<file path="src/rtl/cmp_timer_pkg.sv">
package cmp_timer_pkg;

    parameter int unsigned TMR_CNT_W = 10;
    parameter int unsigned TMR_P_W   = 3;
    parameter int unsigned TMR_NFLAG = 2;

    typedef enum logic [1:0] {
        MODE_CMP   = 2'b00,
        MODE_PWM   = 2'b01,
        MODE_TMR_A = 2'b10,
        MODE_TMR_B = 2'b11
    } mode_e;

    typedef enum logic [1:0] {
        ACT_HOLD   = 2'b00,
        ACT_LOW    = 2'b01,
        ACT_HIGH   = 2'b10,
        ACT_TOGGLE = 2'b11
    } act_e;

    typedef struct packed {
        mode_e mode;
        logic  out_ctl;
        logic  out_inv;
        logic  role_swap;
        logic  clr_sel_a;
        act_e  act;
    } ctl_t;

    function automatic logic apply_act(input act_e act, input logic cur);
        case (act)
            ACT_LOW:    return 1'b0;
            ACT_HIGH:   return 1'b1;
            ACT_TOGGLE: return ~cur;
            default:    return cur;
        endcase
    endfunction

endpackage

</file>
<file path="src/rtl/tmr_counter.sv">
module tmr_counter
    import cmp_timer_pkg::*;
#(
    parameter int unsigned CNT_W = TMR_CNT_W,
    parameter int unsigned P_W   = TMR_P_W
) (
    input  logic             clk,
    input  logic             rst,
    input  logic             run_en,
    input  mode_e            mode,
    input  logic             role_swap,
    input  logic             clr_sel_a,
    input  logic [CNT_W-1:0] cmp_a,
    input  logic [P_W-1:0]   cmp_p,
    output logic [CNT_W-1:0] count,
    output logic             hit_a,
    output logic             hit_p
);
    localparam int unsigned LOW_W = CNT_W - P_W;

    logic [CNT_W-1:0] cnt_q;
    logic [CNT_W-1:0] p_end;
    logic             clr_now;

    // P ends on the last count of block P-1; P=0 wraps to the final block.
    assign p_end = {cmp_p - P_W'(1), {LOW_W{1'b1}}};
    assign hit_a = run_en && (cnt_q == cmp_a);
    assign hit_p = run_en && (cnt_q == p_end);

    always_comb begin
        case (mode)
            MODE_PWM: clr_now = role_swap ? hit_a : hit_p;
            default:  clr_now = clr_sel_a ? hit_a : hit_p;
        endcase
    end

    always_ff @(posedge clk) begin
        if (rst || !run_en) begin
            cnt_q <= '0;
        end else if (clr_now) begin
            cnt_q <= '0;
        end else begin
            cnt_q <= cnt_q + 1'b1;
        end
    end

    assign count = cnt_q;

endmodule

</file>
<file path="src/rtl/tmr_output.sv">
module tmr_output
    import cmp_timer_pkg::*;
#(
    parameter int unsigned CNT_W = TMR_CNT_W,
    parameter int unsigned P_W   = TMR_P_W
) (
    input  logic             clk,
    input  logic             rst,
    input  logic             run_en,
    input  mode_e            mode,
    input  logic             out_ctl,
    input  logic             out_inv,
    input  logic             role_swap,
    input  act_e             act,
    input  logic [CNT_W-1:0] count,
    input  logic [CNT_W-1:0] cmp_a,
    input  logic [P_W-1:0]   cmp_p,
    input  logic             hit_a,
    output logic             pin
);
    localparam int unsigned LOW_W = CNT_W - P_W;

    logic             lvl_q;
    logic [CNT_W-1:0] duty_lim;
    logic             pwm_on;

    always_ff @(posedge clk) begin
        if (rst) begin
            lvl_q <= 1'b0;
        end else if (!run_en || mode != MODE_CMP) begin
            lvl_q <= out_ctl;
        end else if (hit_a) begin
            lvl_q <= apply_act(act, lvl_q);
        end
    end

    assign duty_lim = role_swap ? {cmp_p, {LOW_W{1'b0}}} : cmp_a;
    assign pwm_on   = run_en && (count < duty_lim);

    always_comb begin
        case (mode)
            MODE_CMP: pin = lvl_q ^ out_inv;
            MODE_PWM: pin = (pwm_on ? out_ctl : ~out_ctl) ^ out_inv;
            default:  pin = 1'b0;
        endcase
    end

endmodule

</file>
<file path="src/rtl/tmr_flags.sv">
module tmr_flags
    import cmp_timer_pkg::*;
#(
    parameter int unsigned NFLAG = TMR_NFLAG
) (
    input  logic             clk,
    input  logic             rst,
    input  logic [NFLAG-1:0] set_i,
    input  logic [NFLAG-1:0] clr_i,
    output logic [NFLAG-1:0] flag_o
);
    for (genvar g = 0; g < NFLAG; g++) begin : g_flag
        logic f_q;
        always_ff @(posedge clk) begin
            if (rst) begin
                f_q <= 1'b0;
            end else if (set_i[g]) begin
                f_q <= 1'b1;
            end else if (clr_i[g]) begin
                f_q <= 1'b0;
            end
        end
        assign flag_o[g] = f_q;
    end

endmodule

</file>
<file path="src/rtl/dual_cmp_timer.sv">
module dual_cmp_timer
    import cmp_timer_pkg::*;
#(
    parameter int unsigned CNT_W = TMR_CNT_W,
    parameter int unsigned P_W   = TMR_P_W
) (
    input  logic             clk,
    input  logic             rst,
    input  logic             run_en,
    input  logic [1:0]       mode,
    input  logic             out_ctl,
    input  logic             out_inv,
    input  logic             role_swap,
    input  logic             clr_sel_a,
    input  logic [1:0]       match_act,
    input  logic [CNT_W-1:0] cmp_a,
    input  logic [P_W-1:0]   cmp_p,
    input  logic             flag_clr_a,
    input  logic             flag_clr_p,
    output logic             pin_out,
    output logic             flag_a,
    output logic             flag_p,
    output logic [CNT_W-1:0] count
);
    ctl_t       ctl;
    logic       hit_a;
    logic       hit_p;
    logic [1:0] flags;

    assign ctl = '{mode:      mode_e'(mode),
                   out_ctl:   out_ctl,
                   out_inv:   out_inv,
                   role_swap: role_swap,
                   clr_sel_a: clr_sel_a,
                   act:       act_e'(match_act)};

    tmr_counter #(.CNT_W(CNT_W), .P_W(P_W)) u_cnt (
        .clk       (clk),
        .rst       (rst),
        .run_en    (run_en),
        .mode      (ctl.mode),
        .role_swap (ctl.role_swap),
        .clr_sel_a (ctl.clr_sel_a),
        .cmp_a     (cmp_a),
        .cmp_p     (cmp_p),
        .count     (count),
        .hit_a     (hit_a),
        .hit_p     (hit_p)
    );

    tmr_output #(.CNT_W(CNT_W), .P_W(P_W)) u_out (
        .clk       (clk),
        .rst       (rst),
        .run_en    (run_en),
        .mode      (ctl.mode),
        .out_ctl   (ctl.out_ctl),
        .out_inv   (ctl.out_inv),
        .role_swap (ctl.role_swap),
        .act       (ctl.act),
        .count     (count),
        .cmp_a     (cmp_a),
        .cmp_p     (cmp_p),
        .hit_a     (hit_a),
        .pin       (pin_out)
    );

    tmr_flags #(.NFLAG(2)) u_flg (
        .clk    (clk),
        .rst    (rst),
        .set_i  ({hit_p, hit_a}),
        .clr_i  ({flag_clr_p, flag_clr_a}),
        .flag_o (flags)
    );

    assign flag_a = flags[0];
    assign flag_p = flags[1];

endmodule

</file>
<file path="config.mk">
export PLATFORM = sky130hd
export DESIGN_NAME = dual_cmp_timer
export DESIGN_NICKNAME = d
export VERILOG_FILES = /design/src/rtl/cmp_timer_pkg.sv /design/src/rtl/tmr_counter.sv /design/src/rtl/tmr_output.sv /design/src/rtl/tmr_flags.sv /design/src/rtl/dual_cmp_timer.sv
export SDC_FILE = /design/constraint.sdc
export NUM_CORES = 1
export LEC_CHECK = 0
export CAP_MARGIN = 30
export CORE_MARGIN = 8
export CORE_UTILIZATION = 38
export DETAILED_ROUTE_END_ITERATION = 7
export GPL_TIMING_DRIVEN = 0
export PLACE_DENSITY = 0.7
export SYNTH_ARGS = -nofsm -noshare
export SYNTH_HDL_FRONTEND = slang
export SYNTH_HIERARCHICAL = 1
export SYNTH_SLANG_ARGS = --single-unit
export TNS_END_PERCENT = 20
</file>
<file path="constraint.sdc">
create_clock -name clk -period 5.85 [get_ports clk]
set_input_delay 0.8775 -clock clk [delete_from_list [all_inputs] [get_ports clk]]
set_output_delay 0.8775 -clock clk [all_outputs]
set_load 0.01 [all_outputs]
</file>
==> flow_summary_export.csv, run 1 <==
group,metric,value,unit
clocking,cts.repair.resized,0,
floorplanning,core-area,3280,sq um
worst_setup_path,cp_max_fo,10,
clocking,clock_path_buffers,2,
global_routing,grt_pass1_wl,5830,microns
route,drt-wirelength-per-cell,14.9,microns
place,hpwlAfterDp,2940,microns
route,drc,0,
finish,diodes,0,
pwr,seqPwrFrac,43.6,%
worst_setup_path,crit_required,4.97,ns
pwr,power.share.switching,28.7,%
logic_synthesis,yosys.area.top_type,"dfxtp_1",
pwr,combPwrFrac,29.0,%
logic_synthesis,synth_top_family_by_area,"simple AND/OR/NAND/NOR gates",
route,vias_per_cell,5.34,
finish,drive_above_1_share,8.25,%
worst_setup_path,critPathKind,"in2out",
logic_synthesis,synth_fp_nets,189,
logic_synthesis,synth_xor_area_share,11.6,%
route,drtIter0Drc,44,
clocking,cts-root-buf,"clkbuf_4",
pwr,clkPwrFrac,27.4,%
finish,fin_nets,232,
worst_setup_path,cp-start-kind,"input pin",
timing,min_period,4.60,ns
timing,fmax,218,MHz
timing,worstMarginPinSlew,0.571,ns
logic_synthesis,ys_ff_latch,13,
clocking,htree_levels,1,
route,drt_first_pass_iters,4,
floorplanning,num_rows,21,
finish,most-common-layout-cells,"clkdlybuf4s50_1, nor3_1, xnor2_1, dfxtp_1",
logic_synthesis,yosysTopAreaCellShare,20.3,%
route,vias,1281,
pwr,p_int,149,uW
logic_synthesis,synth_mux_area_share,3.12,%
timing,slew_viol_final,0,
global_routing,antenna_found_initial,0,
route,ant_nets,0,
logic_synthesis,avgSynthCellArea,8.44,sq um
clocking,cts_setup_buffers,0,
global_routing,grt-ovfl-total,0,
worst_setup_path,arrival,3.72,ns
place,gp_congestion,0.812,
finish,layout_commonest_cell,"clkdlybuf4s50_1",
route,routed_wl,3580,microns
status,status,"finished clean",
run,cap_violations,0,
timing,hold_viol_final,0,
pwr,vdd_drop_max,0.0893,mV
logic_synthesis,yosys_warnings,6,
logic_synthesis,synth-compound-area-share,15.8,%
logic_synthesis,yosysUniqueCellTypes,41,
timing,rsz0062_at_grt,"no",
logic_synthesis,synthAdderAreaFrac,10.7,%
finish,fillerInstances,308,
global_routing,grt_pass1_vias,1311,
logic_synthesis,yosysSeqAreaShare,20.3,%
clocking,clk_latency,0.28,ns
finish,syn_to_final_growth,36.3,%
floorplanning,start_util,39.0,%
pwr,power_density,120,nW/um^2
pwr,leakagePower,0.000674,uW
floorplanning,io_pins,39,
global_routing,grt_use_total,13.4,%
timing,setup_viol_count_final,0,
logic_synthesis,syn_inst,152,
timing,fin_crit_sh,78.6,%
floorplanning,fp.dieW,74.1,microns
global_routing,grt_max_degree,11,
clocking,hold_buffers,0,
logic_synthesis,synth_area_leaders,"dfxtp_1, ha_1, xnor2_1",
hold_path,worstHoldPathType,"reg2reg",
place,port_buffers,38,
floorplanning,die_area,5490,sq um
clocking,cts_tree,"done",
worst_setup_path,end_kind,"output port",
place,post_dp_cell_area,1720,sq um
pwr,switchingPower,60.1,uW
floorplanning,die_h,74.1,microns
finish,finalInstanceArea,1750,sq um
timing,setup_tns,0,ns
clocking,clk_pin_slew,0.08,ns
timing,slew_headroom,61.7,%
logic_synthesis,synth-simple-area-share,32.9,%
clocking,clock-sinks,13,
clocking,cts_buffers,3,
logic_synthesis,synth_area,1280,sq um
timing,fin_skew,0.00298,ns
==> area by class of cell <==
cell class,instances,area (sq um),area share [%]
timing repair buffer,38,380,21.8
clock inverter,1,5.00,0.286
multi-input combinational,127,951,54.4
inverter,5,18.8,1.07
buffer,7,52.6,3.01
sequential,13,260,14.9
clock buffer,3,22.5,1.29
tap,46,57.6,3.29
==> registers in the layout, summed over array words and instances (netlist names) <==
| register | cells |
|---|---|
| u_cnt/count | 10 |
| u_flg/g_flag.f_q | 2 |
| u_out/lvl_q | 1 |
==> synthesized netlist by cell type (all sizes together) <==
| master | count |
|---|---|
| a31oi | 1 |
| a2111oi | 1 |
| ha | 11 |
| inv | 5 |
| buf | 7 |
| o21ai | 7 |
| nor2b | 3 |
| xor2 | 3 |
| nor2 | 6 |
| nand3 | 4 |
| dfxtp | 13 |
| a221oi | 1 |
| o311a | 1 |
| o31a | 1 |
| o211ai | 1 |
| nor4b | 3 |
| a211oi | 1 |
| mux2i | 4 |
| o2111a | 1 |
| and4 | 2 |
| nand4 | 7 |
| a2111o | 1 |
| xnor2 | 14 |
| a21o | 1 |
| nor3b | 1 |
| a21oi | 5 |
| a311oi | 1 |
| o311ai | 1 |
| a21boi | 1 |
| nand2 | 10 |
| nand4b | 1 |
| nor3 | 16 |
| nor4 | 2 |
| o21a | 3 |
| and3 | 1 |
| nand2b | 11 |
==> power groups by stage <==
stage / sequential (uW) / combinational (uW) / clock, uW
3_5_place_dp: 93.3 / 60.3 / 0
4_1_cts: 91.2 / 60.7 / 60.4
3_3_place_gp: 93.2 / 58.8 / 0
2_1_floorplan: 93.2 / 30.7 / 0
6_report: 91.2 / 60.7 / 57.3
5_1_grt: 91.4 / 66.1 / 65.2
==> cell families (layout without fill, tap and decap cells) <==
group | Yosys count | count (layout)
xor+xnor | 17 | 17
simple gates | 67 | 67
buf+inv | 12 | 54
fa+ha+maj | 11 | 11
mux | 4 | 4
compound gates | 28 | 28
flops | 13 | 13
==> layer usage <==
layer / global-route usage, % / wire length, microns
met2: 25.4 / 1940
met3: 2.56 / 171
met4: 5.99 / 49
met5: 0 / 0
met1: 13.6 / 1430
==> critical path: stages <==
cell and delay (ns):
clkdlybuf4s50_1 0.51, buf_6 0.16, mux2i_1 0.20, ha_1 0.29, a21o_1 0.20, a2111oi_1 0.48, and3_1 0.24, a221oi_2 0.06
o311ai_1 0.09, clkdlybuf4s50_1 0.59
==> final timing paths <==
| path | slack [ns] | end | startpoint | cells past startpoint |
|---|---|---|---|---|
| setup reg to reg | 3.90 | u_cnt/count[9]$_SDFF_PP0_ | u_cnt/count[0]$_SDFF_PP0_ | 5 |
| hold / removal | 0.47 | u_flg/g_flag[1].f_q$_SDFFE_PP0P_ | u_flg/g_flag[1].f_q$_SDFFE_PP0P_ | 2 |
| hold reg to reg | 0.47 | u_flg/g_flag[1].f_q$_SDFFE_PP0P_ | u_flg/g_flag[1].f_q$_SDFFE_PP0P_ | 2 |
| setup / recovery | 1.25 | pin_out | role_swap | 10 |
==> through the flow <==
stage	setup slack [ns]	total power [uW]	cells	util, %	hold WS [ns]
floorplan	2.54	124	152	-	0.444
global placement	1.32	152	236	52.4	0.460
detailed placement	1.26	154	236	52.4	0.462
CTS	1.24	212	240	53.2	0.476
global route	1.07	223	240	53.2	0.522
finish	1.25	209	240	53.2	0.475
No activity file was read; power rests on OpenSTA's default activity.
==> run 2: changes to the inputs <==
Settings changed: PLACE_DENSITY 0.7 to 0.73.
Clock period 5.85 ns to 3.9 ns, I/O delays scaled along.
==> flow_summary_export.csv, run 2 (synthesis gave the netlist of run 1 again) <==
group,metric,value,unit
route,routed_wl,3750,microns
timing,setup_viol_count_final,0,
finish,layout_commonest_cell,"clkdlybuf4s50_1",
worst_setup_path,critPathKind,"in2out",
worst_setup_path,timing.rr.start,"u_cnt/count[0]$_SDFF_PP0_",
worst_setup_path,r2r_cells,5,
status,status,"finished clean",
floorplanning,num_rows,21,
clocking,clock_path_buffers,2,
pwr,leakagePower,0.000678,uW
route,drt-wirelength-per-cell,15.6,microns
pwr,clkPwrFrac,27.0,%
route,drt_first_pass_iters,4,
floorplanning,fp.dieW,74.1,microns
clocking,htree_levels,1,
pwr,combPwrFrac,29.4,%
finish,diodes,0,
worst_setup_path,cp-endpoint,"pin_out",
timing,min_period,3.72,ns
route,ant_nets,0,
pwr,power_density,179,nW/um^2
timing,fin_skew,0.00463,ns
pwr,switchingPower,90.7,uW
clocking,cts_buffers,3,
finish,finalInstanceArea,1750,sq um
global_routing,grt_pass1_vias,1346,
timing,slew_headroom,60.6,%
finish,largest_reg_flops,10,
floorplanning,io_pins,39,
timing,hold_viol_final,0,
worst_setup_path,r2r-end,"u_cnt/count[6]$_SDFF_PP0_",
finish,drive_above_1_share,8.76,%
route,drtIter0Drc,72,
worst_setup_path,cp_top_family,"buffers and inverters",
hold_path,min_from,"u_flg/g_flag[1].f_q$_SDFFE_PP0P_",
route,vias_per_cell,5.56,
timing,worstMarginPinSlew,0.586,ns
floorplanning,die_area,5490,sq um
clocking,cts_setup_buffers,0,
worst_setup_path,r2r_slack,1.87,ns
floorplanning,start_util,39.0,%
place,pre_cts_ws,-0.178,ns
finish,syn_to_final_growth,36.6,%
place,hpwlAfterDp,2990,microns
worst_setup_path,cp_max_fo,10,
floorplanning,die_h,74.1,microns
place,port_buffers,38,
timing,rsz0062_at_grt,"no",
global_routing,grt_use_total,14.2,%
pwr,p_int,223,uW
clocking,clock-sinks,13,
route,drc,0,
worst_setup_path,arrival,3.13,ns
timing,slew_viol_final,0,
worst_setup_path,crit_chain,"clkdlybuf4s50_1, buf_6, mux2i_1, ha_1, and4_1, a31oi_1, o211ai_1, a221oi_2, o311ai_1, dlygate4sd2_1",
worst_setup_path,path_buf_inv,3,
worst_setup_path,cp-start-kind,"input pin",
hold_path,worstHoldPathType,"reg2reg",
clocking,cts_tree,"done",
worst_setup_path,crit_required,3.31,ns
worst_setup_path,startpoint,"role_swap",
global_routing,grt-ovfl-total,0,
route,vias,1335,
place,post_dp_cell_area,1720,sq um
global_routing,grt_max_degree,11,
clocking,clk_latency,0.28,ns
timing,whs,0.483,ns
worst_setup_path,end_kind,"output port",
global_routing,grt_pass1_wl,6150,microns
clocking,cts-root-buf,"clkbuf_4",
worst_setup_path,cp_slowest_cell,"clkdlybuf4s50_1",
pwr,seqPwrFrac,43.6,%
clocking,clk_pin_slew,0.08,ns
finish,most-common-layout-cells,"clkdlybuf4s50_1, nor3_1, xnor2_1, dfxtp_1",
timing,fmax,269,MHz
pwr,power.share.switching,28.9,%
run,cap_violations,0,
global_routing,antenna_found_initial,0,
pwr,vdd_drop_max,0.125,mV
worst_setup_path,cp_num_cells,10,
timing,timing.final.ws_setup,0.182,ns
worst_setup_path,cpPeakStageDelay,0.50,ns
timing,fin_crit_sh,95.3,%
finish,fin_nets,232,
place,gp_congestion,0.843,
floorplanning,core-area,3280,sq um
## run 2: worst min-delay path by stage
| stage | cells after the start | end | slack (ns) |
|---|---|---|---|
| final | 2 | u_flg/g_flag[1].f_q$_SDFFE_PP0P_ | 0.48 |
| after global routing | 2 | u_flg/g_flag[1].f_q$_SDFFE_PP0P_ | 0.49 |
| after CTS | 2 | u_flg/g_flag[1].f_q$_SDFFE_PP0P_ | 0.49 |
| after detailed placement | 2 | u_flg/g_flag[1].f_q$_SDFFE_PP0P_ | 0.47 |
| after global placement | 2 | u_flg/g_flag[0].f_q$_SDFFE_PP0P_ | 0.46 |
| after floorplan | 2 | u_flg/g_flag[0].f_q$_SDFFE_PP0P_ | 0.44 |
## run 2: worst register-to-register path: stages (launching register included)
cell and delay [ns]:
dfxtp_1 0.52, ha_1 0.30, and4_1 0.26, nand4_2 0.16
nor4b_4 0.55, nor3_1 0.11
## run 2: power groups by stage
| stage | Sequential [uW] | Combinational [uW] | Clock (uW) |
|---|---|---|---|
| detailed placement | 140 | 91.3 | 0 |
| global placement | 140 | 88.2 | 0 |
| floorplan | 140 | 46.0 | 0 |
| finish | 137 | 92.1 | 84.7 |
| global route | 137 | 99.2 | 97.2 |
| CTS | 137 | 92.1 | 88.5 |
## run 2: repair_timing
| item | CTS | global route |
|---|---|---|
| endpoints found under the setup margin | 1 | 0 |
| hold buffers | 0 | 0 |
| resized for setup | 2 | 0 |
## run 2: layer usage
layer	up-vias	track usage [%]	share of wire (%)
met3	13	3.91	7.9
met1	626	15.5	39
met4	0	5.10	1.7
li1	649	-	-
met2	47	25.2	51
met5	-	0	0
## run 2: area by class of cell
cell class | instances | area, sq um
clock inverters | 1 | 5.00
inverters | 5 | 18.8
clock buffers | 3 | 22.5
repair buffers | 38 | 379
plain buffers | 7 | 52.6
well taps | 46 | 57.6
flip-flops and latches | 13 | 260
multi-input cells | 127 | 956
fillers | 315 | 1530
## run 2: per-stage QoR
| step | cells | utilization [%] | power [uW] | TNS [ns] |
|---|---|---|---|---|
| 2_1_floorplan | 152 | - | 186 | 0 |
| 3_3_place_gp | 236 | 52.4 | 228 | -0.0490 |
| 3_5_place_dp | 236 | 52.4 | 231 | -0.178 |
| 4_1_cts | 240 | 53.3 | 318 | 0 |
| 5_1_grt | 240 | 53.3 | 334 | 0 |
| 6_report | 240 | 53.3 | 314 | 0 |
==> run 3: changes to the inputs <==
Settings changed: CTS_BUF_LIST set to sky130_fd_sc_hd__clkbuf_4.
==> results of run 3 <==
The final DEF is identical to that of run 2; final timing and power are the same.
